==> config.mk <==
export PLATFORM = sky130hd
export DESIGN_NAME = rx_da_filter
export DESIGN_NICKNAME = d
export VERILOG_FILES = /design/src/rtl/rx_da_pkg.sv /design/src/rtl/da_crc_byte.sv /design/src/rtl/da_cfg_regs.sv /design/src/rtl/da_addr_collect.sv /design/src/rtl/rx_da_filter.sv
export SDC_FILE = /design/constraint.sdc
export NUM_CORES = 1
export LEC_CHECK = 0
export BUFFER_PORTS_ARGS = -buffer_cell sky130_fd_sc_hd__buf_2
export CORE_ASPECT_RATIO = 1.2
export CORE_UTILIZATION = 55
export DETAILED_ROUTE_END_ITERATION = 6
export PLACE_DENSITY_LB_ADDON = 0.1
export SYNTH_ARGS = -nofsm -noshare
export SYNTH_HDL_FRONTEND = slang
export SYNTH_HIERARCHICAL = 1
export SYNTH_SLANG_ARGS = --single-unit
export TNS_END_PERCENT = 20
==> constraint.sdc <==
create_clock -name clk -period 4.1 [get_ports clk]
set_input_delay 0.615 -clock clk [delete_from_list [all_inputs] [get_ports clk]]
set_output_delay 0.615 -clock clk [all_outputs]
set_load 0.03 [all_outputs]
==> src/rtl/rx_da_pkg.sv <==
package rx_da_pkg;
   localparam int CRC_W = 32;
   localparam logic [CRC_W-1:0] CRC_POLY_REFL = 32'hEDB8_8320;
   localparam logic [CRC_W-1:0] CRC_SEED      = '1;

   typedef enum logic [2:0] {
      SEL_STA_LO  = 3'd0,
      SEL_STA_HI  = 3'd1,
      SEL_HASH_LO = 3'd2,
      SEL_HASH_HI = 3'd3,
      SEL_MODE    = 3'd4
   } cfg_sel_e;

   typedef struct packed {
      logic bcast_rej;
      logic promisc;
   } mode_t;
endpackage

==> src/rtl/da_crc_byte.sv <==
module da_crc_byte
   import rx_da_pkg::*;
(
   input  logic [CRC_W-1:0] crc_in,
   input  logic [7:0]       data,
   output logic [CRC_W-1:0] crc_out
);
   logic [8:0][CRC_W-1:0] stage;

   assign stage[0] = crc_in;

   for (genvar gi = 0; gi < 8; gi++) begin : g_bit
      assign stage[gi+1] = (stage[gi][0] ^ data[gi])
                         ? ((stage[gi] >> 1) ^ CRC_POLY_REFL)
                         :  (stage[gi] >> 1);
   end

   assign crc_out = stage[8];
endmodule

==> src/rtl/da_cfg_regs.sv <==
module da_cfg_regs
   import rx_da_pkg::*;
#(
   parameter int REG_W  = 32,
   parameter int HI_W   = 16
)(
   input  logic             clk,
   input  logic             rst_n,
   input  logic             we,
   input  logic [2:0]       sel,
   input  logic [REG_W-1:0] wdata,
   output logic [REG_W-1:0] sta_lo,
   output logic [HI_W-1:0]  sta_hi,
   output logic [REG_W-1:0] hash_lo,
   output logic [REG_W-1:0] hash_hi,
   output mode_t            mode
);
   always_ff @(posedge clk) begin
      if (!rst_n) begin
         sta_lo  <= '0;
         sta_hi  <= '0;
         hash_lo <= '0;
         hash_hi <= '0;
         mode    <= '0;
      end else if (we) begin
         case (sel)
            SEL_STA_LO:  sta_lo  <= wdata;
            SEL_STA_HI:  sta_hi  <= wdata[HI_W-1:0];
            SEL_HASH_LO: hash_lo <= wdata;
            SEL_HASH_HI: hash_hi <= wdata;
            SEL_MODE: begin
               mode.promisc   <= wdata[0];
               mode.bcast_rej <= wdata[1];
            end
            default: ;
         endcase
      end
   end
endmodule

==> src/rtl/da_addr_collect.sv <==
module da_addr_collect
   import rx_da_pkg::*;
#(
   parameter int ADDR_BYTES = 6,
   parameter int IDX_W      = 6
)(
   input  logic                    clk,
   input  logic                    rst_n,
   input  logic                    byte_vld,
   input  logic                    byte_sof,
   input  logic [7:0]              byte_data,
   output logic                    last_byte,
   output logic [ADDR_BYTES*8-1:0] da_full,
   output logic [IDX_W-1:0]        crc_low
);
   localparam int AW = ADDR_BYTES * 8;
   localparam int CW = $clog2(ADDR_BYTES + 1);
   localparam logic [CW-1:0] LAST = CW'(ADDR_BYTES);

   logic [AW-1:0]    da_sh;
   logic [CRC_W-1:0] crc_q, crc_base, crc_nxt;
   logic [CW-1:0]    cnt_q, cnt_nxt;
   logic             take;

   assign take     = byte_vld & (byte_sof | ((cnt_q != '0) && (cnt_q < LAST)));
   assign cnt_nxt  = byte_sof ? CW'(1) : cnt_q + CW'(1);
   assign crc_base = byte_sof ? CRC_SEED : crc_q;
   assign da_full  = {da_sh[AW-9:0], byte_data};
   assign last_byte = take && (cnt_nxt == LAST);
   assign crc_low  = crc_nxt[IDX_W-1:0];

   da_crc_byte u_crc (
      .crc_in  (crc_base),
      .data    (byte_data),
      .crc_out (crc_nxt)
   );

   always_ff @(posedge clk) begin
      if (!rst_n) begin
         da_sh <= '0;
         crc_q <= CRC_SEED;
         cnt_q <= '0;
      end else if (take) begin
         da_sh <= da_full;
         crc_q <= crc_nxt;
         cnt_q <= cnt_nxt;
      end
   end
endmodule

==> src/rtl/rx_da_filter.sv <==
module rx_da_filter
   import rx_da_pkg::*;
#(
   parameter int ADDR_BYTES = 6,
   parameter int REG_W      = 32
)(
   input  logic             clk,
   input  logic             rst_n,
   input  logic             cfg_we,
   input  logic [2:0]       cfg_sel,
   input  logic [REG_W-1:0] cfg_wdata,
   input  logic             byte_vld,
   input  logic             byte_sof,
   input  logic [7:0]       byte_data,
   output logic             dec_vld,
   output logic             dec_accept
);
   localparam int AW    = ADDR_BYTES * 8;
   localparam int HI_W  = AW - REG_W;
   localparam int TBL_W = 2 * REG_W;
   localparam int IDX_W = $clog2(TBL_W);

   if (ADDR_BYTES < 2 || AW <= REG_W || AW > TBL_W) begin : g_bad_geom
      $error("rx_da_filter: address must span more than one and at most two registers");
   end
   if ((1 << IDX_W) != TBL_W || IDX_W > CRC_W) begin : g_bad_hash
      $error("rx_da_filter: hash table width must be a power of two within the CRC");
   end

   logic [REG_W-1:0] sta_lo, hash_lo, hash_hi;
   logic [HI_W-1:0]  sta_hi;
   mode_t            mode_q;
   logic             cfg_promisc, cfg_bcrej;
   logic             last_byte;
   logic [AW-1:0]    da_full, station;
   logic [IDX_W-1:0] crc_low, hash_idx;
   logic [TBL_W-1:0] hash_tbl;
   logic             is_bcast, is_group, hash_hit, verdict;
   logic             vld_q, acc_q;

   da_cfg_regs #(.REG_W(REG_W), .HI_W(HI_W)) u_regs (
      .clk     (clk),
      .rst_n   (rst_n),
      .we      (cfg_we),
      .sel     (cfg_sel),
      .wdata   (cfg_wdata),
      .sta_lo  (sta_lo),
      .sta_hi  (sta_hi),
      .hash_lo (hash_lo),
      .hash_hi (hash_hi),
      .mode    (mode_q)
   );

   da_addr_collect #(.ADDR_BYTES(ADDR_BYTES), .IDX_W(IDX_W)) u_collect (
      .clk       (clk),
      .rst_n     (rst_n),
      .byte_vld  (byte_vld),
      .byte_sof  (byte_sof),
      .byte_data (byte_data),
      .last_byte (last_byte),
      .da_full   (da_full),
      .crc_low   (crc_low)
   );

   // Reflected CRC bit k lands at bin bit (IDX_W-1-k) after bit reversal.
   for (genvar gk = 0; gk < IDX_W; gk++) begin : g_idx
      assign hash_idx[IDX_W-1-gk] = crc_low[gk];
   end

   assign cfg_promisc = mode_q.promisc;
   assign cfg_bcrej   = mode_q.bcast_rej;
   assign station     = {sta_hi, sta_lo};
   assign hash_tbl    = {hash_hi, hash_lo};
   assign hash_hit    = hash_tbl[hash_idx];
   assign is_bcast    = &da_full;
   assign is_group    = da_full[AW-8] & ~is_bcast;

   always_comb begin
      if (cfg_promisc)   verdict = 1'b1;
      else if (is_bcast) verdict = ~cfg_bcrej;
      else if (is_group) verdict = hash_hit;
      else               verdict = (da_full == station);
   end

   always_ff @(posedge clk) begin
      if (!rst_n) begin
         vld_q <= 1'b0;
         acc_q <= 1'b0;
      end else begin
         vld_q <= last_byte;
         if (last_byte) acc_q <= verdict;
      end
   end

   assign dec_vld    = vld_q;
   assign dec_accept = acc_q;
endmodule

Word level (Yosys, flattened, before mapping)
Index checks and enable logic that the tools add are counted.

operators by class
  add/subtract/negate cells = 1
  magnitude comparators = 2
  equal/unequal tests = 6
  bitwise operators = 21
  multiplexer cells = 15
  reductions and logical operators = 10

operators with widths
  operator                                            number
  two-way mux 32 bit                                  9
  NOT 13 -> 14 bit                                    8
  == test 48 bit                                      1
  AND reduction 48 bit                                1
  AND reduction 2 bit                                 5
  bitwise XOR 1 bit                                   8
  < comparator 6 x 7 -> 1 bit, second input constant  1
  binary-select mux 1 bit (select 6 bit)              1
  == test 3 x 2 -> 1 bit, second input constant       2
  == test 3 bit, second input constant                2
  two-way mux 1 bit                                   4
  adder 3 x 1 -> 3 bit, second input constant         1
  == test 3 x 1 -> 1 bit, second input constant       1
  zero test 3 bit                                     1
  < comparator 3 bit, second input constant           1
  two-way mux 3 bit                                   1
  nonzero test 3 bit                                  1
  AND 1 bit                                           2
  logical AND 1 bit                                   2
  NOT 1 bit                                           2
  OR 1 bit                                            1

word-level totals
  register bits = 191
  output and inout bits = 2

Depth between registers and ports, before layout
  depth after elaboration = 22
  mapped depth = 14
  depth with buffers taken out = 10

By module
The synthesis kept the hierarchy.

modules (own cells, without submodules)
  module           seq. area each (µm²)  cells an instance  area an instance (µm²)  instances
  da_addr_collect  1,501.4               500                4,410.5                 1
  da_cfg_regs      2,282.2               407                4,200.3                 1
  rx_da_filter     40.0                  153                1,320.0                 1
  da_crc_byte      0.0                   64                 978.4                   1

Worst setup path before layout
No wires, ideal clock.

  path type = input port to flip-flop
  start point = input byte_sof
  end point = register acc_q, in the netlist dec_accept
  stages = 13
  path slack = 204 ps
  setup time = 116 ps
  arrival time = 3,781 ps
  cell sequence = clkbuf_1 -> clkbuf_1 -> or2_2 -> xnor2_2 -> xnor2_1 -> xor3_1 -> clkbuf_1 -> buf_2 -> mux4_2 -> a32oi_1 -> o311ai_1 -> a311o_1 -> a31o_1

on the way
  elaborated cells between the ends (all ways) = 35
  those cells by class = eq/ne: 1; mux: 15; bitwise: 18; reduce/logical: 1

RTL lines
  element                                    line                   text
  start, declared                            rx_da_filter.sv:13     input logic byte_sof,
  two-way mux 32 bit *                       da_addr_collect.sv:27  assign crc_base = byte_sof ? CRC_SEED : crc_q;
  net u_collect.crc_base[6]                  da_addr_collect.sv:21  logic [CRC_W-1:0] crc_q, crc_base, crc_nxt;
  NOT 13 -> 14 bit (no line)                 -
  two-way mux 32 bit * (6 in series)         da_crc_byte.sv:14      ? ((stage[gi] >> 1) ^ CRC_POLY_REFL)
  bitwise XOR 1 bit *                        da_crc_byte.sv:13      assign stage[gi+1] = (stage[gi][0] ^ data[gi])
  two-way mux 32 bit * (2 in series)         da_crc_byte.sv:14
  net crc_low[4]                             rx_da_filter.sv:36     logic [IDX_W-1:0] crc_low, hash_idx;
  binary-select mux 1 bit (select 6 bit) *   rx_da_filter.sv:74     assign hash_hit = hash_tbl[hash_idx];
  two-way mux 1 bit (implied by the code) *  rx_da_filter.sv:74
  two-way mux 1 bit *                        rx_da_filter.sv:81     else if (is_group) verdict = hash_hit;
  two-way mux 1 bit *                        rx_da_filter.sv:80     else if (is_bcast) verdict = ~cfg_bcrej;
  two-way mux 1 bit *                        rx_da_filter.sv:79     if (cfg_promisc) verdict = 1'b1;
  end signal, assigned                       rx_da_filter.sv:91     if (last_byte) acc_q <= verdict;
  end, declared                              rx_da_filter.sv:39     logic vld_q, acc_q;

The timed path passes the listed nets; every way through them passes the cells marked *. The select of a mux whose other input is x is not followed.
A chain may end at the register's enable or synchronous reset.

Worst setup path in the final report
  start point = input byte_sof
  end point = register acc_q, in the netlist dec_accept

on the way
  word-level cells in the longest chain between the ends = 17
  elaborated cells between the ends (all ways) = 35
  those cells by class = eq/ne: 1; mux: 15; bitwise: 18; reduce/logical: 1

RTL lines
  element                                    line
  two-way mux 32 bit *                       da_addr_collect.sv:27
  net u_collect.crc_base[3]                  da_addr_collect.sv:21
  two-way mux 32 bit * (3 in series)         da_crc_byte.sv:14
  bitwise XOR 1 bit *                        da_crc_byte.sv:13
  two-way mux 32 bit *                       da_crc_byte.sv:14
  NOT 13 -> 14 bit (no line)                 -
  two-way mux 32 bit * (3 in series)         da_crc_byte.sv:14
  NOT 13 -> 14 bit (no line)                 -
  two-way mux 32 bit *                       da_crc_byte.sv:14
  net crc_low[5]                             rx_da_filter.sv:36
  binary-select mux 1 bit (select 6 bit) *   rx_da_filter.sv:74
  two-way mux 1 bit (implied by the code) *  rx_da_filter.sv:74
  two-way mux 1 bit *                        rx_da_filter.sv:81
  two-way mux 1 bit *                        rx_da_filter.sv:80
  two-way mux 1 bit *                        rx_da_filter.sv:79

Marks and branches as above.

==> key figures <==
Yosys
  • Async SR Flop Fraction: 0
  • FF+latch count, synth: 191
  • Warnings, synthesis: 6
  • Yosys top cell area share: 0.350
  • Area contributors post-synth: dfxtp_1 35%, mux2i_1 12%, nand2_1 5.2%
  • Count leader, synth: dfxtp_1
  • Mean Syn Cell Area: 9.71 sq um
  • EDFF count, synth: 0
  • Mapped Area: 10,900 sq um
  • Post-synth net total: 1,174
  • Cell count after synthesis: 1,124
  • Sequential fraction of the synthesis area: 0.350
  • Top cells by count, synth: 191 x dfxtp_1, 152 x nand2_1, 131 x mux2i_1
  • Cell taking the most area after synthesis: dfxtp_1
  • Post-synthesis cell type count: 58
  • Synth Flop Type: dfxtp_1

Finish
  • Final net count: 1,161
  • Share of cells above drive strength 1: 0.174
  • FILL cells: 1,695
  • N_diodes: 0
  • Seq. cell area: 3820 sq um
  • Area Overhead vs Synth: 8.57%
  • Multi-input gate area: 6410 sq um

Timing
  • Setup TNS: 0 ps
  • Worst Tran Pin Value: 1230 ps
  • Slew Viols, Final: 0
  • Unrepaired setup endpoints after global routing: false
  • Fin crit share: 0.863
  • Fin crit period: 3540 ps
  • Relative slew margins: 0.177
  • Final setup vio count: 0
  • Hold Fails Final Rpt: 0
  • Skew final: 9.80 ps
  • Max Fclk: 282 MHz

Clock tree
  • Root buf cell: clkbuf_16
  • # hold bufs at CTS: 0
  • CTS-repair resized insts: 0
  • Postcts setup bufs: 0
  • TritonCTS Sinks: 191
  • CTS Buffer Depth: 2
  • Clock transition at path regs: 80 ps
  • H-tree Lvls: 4
  • CTS tree: yes
  • Worst-skew pair later-pin latency: 440 ps
  • CTS Buf Count: 17

Power and ir drop
  • Pwr Density: 417 nW/um^2
  • Leakage power: 5.22 nW
  • Worst VDD drop: 0.000305 V
  • Pwr Total: 4.94 mW

GRT
  • Largest net degree at the start of global routing: 114
  • Number of global-route vias before repair: 7,778
  • GRT Overall Usage: 0.286
  • Initial antenna violation count: 0
  • GR Overflow Total: 0
  • First-pass GRT wire length: 44,000 um

Floorplan
  • Core Region: 19,500 sq um
  • # IOs: 50
  • Die area: 20,400 sq um
  • Die outline height: 156 um
  • Starting Density: 0.560
  • Rows: 56
  • Die width: 131 um

Worst setup path
  • Max incr delay on CP: 700 ps
  • Worst Path Max Fanout: 23
  • CP Data Required Time: 4430 ps
  • CP max-delay cell: xor3_1
  • Crit path capture type: flop
  • Most frequent CP cell: xnor2_4
  • CP arrival: 3870 ps
  • Startpoint Class: input pin
  • Worst R2R Path Depth: 9
  • Crit-path cells: buf_4, or2_2, xnor2_4, xnor2_4, xor3_1, mux4_2, a32oi_1, o311ai_1, a311o_1, a31o_1
  • WS Path Type: in2reg

Hold path
  • Worst hold path class: reg2reg
  • Hold depth: 2

Drt
  • Post-Route WL: 28,000 um
  • # DRC: 0
  • Initial DRC Count: 594
  • Routed Antenna Nets: 0
  • Total number of vias: 8,298
  • Wire per inst: 20.2 um
  • Pre-antenna DRT Iters: 5
  • Via density: 5.99

Place
  • GP Congestion: 0.865
  • PortBufs: 49
  • DP HPWL: 19,500 um

Run
  • Max cap viols: 0

Outcome
  • Outcome: complete, no violations
==> logic make-up (layout without fill, tap and decap cells) <==
logic type / Yosys count / count (layout) / share of synthesized area
flops: 191 / 191 / 0.350
mux: 141 / 141 / 0.140
xor+xnor: 111 / 111 / 0.128
fa+ha+maj: 2 / 2 / 0.00229
compound gates: 167 / 167 / 0.126
simple gates: 364 / 364 / 0.190
buf+inv: 148 / 148 / 0.0631
==> metal layers <==
layer / up-vias / routed length (um) / GRT usage
li1: 4029 / - / -
met1: 4066 / 12400 / 0.374
met2: 166 / 14000 / 0.476
met3: 37 / 873 / 0.0400
met4: 0 / 778 / 0.101
met5: - / 0 / 0
==> final cells by class <==
class	instances	area share
sequential	191	0.323
clock inverter	15	0.0167
inverter	38	0.0120
multi-input combinational	785	0.541
clock buffer	17	0.0359
timing repair buffer	78	0.0435
tap	261	0.0276
==> report_power, final <==
part           total (mW)  internal, mW  switching (mW)  leakage [nW]
combinational        1.21         0.571           0.635          3.36
clock                1.72         0.846           0.877         0.303
sequential           2.01          1.93          0.0760          1.55
==> cell usage in the layout (no fill, tap or decap), drive strengths merged, types with 11 or more instances in the layout <==
master,count
nor4,11
clkbuf,17
a31oi,41
buf,78
or2,32
nand2,152
dfxtp,191
xnor2,52
inv,47
and3b,40
o211ai,104
mux2i,132
nand4,59
nand3b,44
xor2,41
==> metrics by stage <==
stage | utilization | hold WS, ps | setup WS, ps | area [sq um] | cells
floorplan | - | 434 | 204 | 10900 | 1124
detailed placement | 0.576 | 453 | 109 | 11200 | 1353
global placement | 0.576 | 444 | 199 | 11200 | 1353
CTS | 0.608 | 463 | 554 | 11800 | 1385
finish | 0.608 | 462 | 560 | 11800 | 1385
global route | 0.608 | 470 | 421 | 11800 | 1385
==> critical path: cells and delay by family <==
kind	cells	cell delay [ps]
multiplexers	1	580
XOR/XNOR	3	1250
AO/OA/AOI/OAI	4	880
AND/OR/NAND/NOR	1	340
buffers and inverters	1	180
==> flip-flops by register name, indices dropped and copies added, names as in the netlist <==
name             count
u_regs/sta_lo       32
dec_vld              1
u_collect/da_sh     40
u_regs/sta_hi       16
u_regs/mode          2
u_regs/hash_hi      32
u_collect/cnt_q      3
dec_accept           1
u_regs/hash_lo      32
u_collect/crc_q     32
==> worst paths after layout <==
path / slack (ps) / end / start
worst max-delay path: 560 / dec_accept$_SDFFE_PN0P_ / byte_sof
worst min-delay path: 460 / u_regs/mode[0]$_SDFFE_PN0P_ / u_regs/mode[0]$_SDFFE_PN0P_
worst max register to register: 630 / dec_accept$_SDFFE_PN0P_ / u_collect/crc_q[3]$_SDFFE_PN1P_
worst min register to register: 460 / u_regs/mode[0]$_SDFFE_PN0P_ / u_regs/mode[0]$_SDFFE_PN0P_
Power figures use the tool's default switching activity.
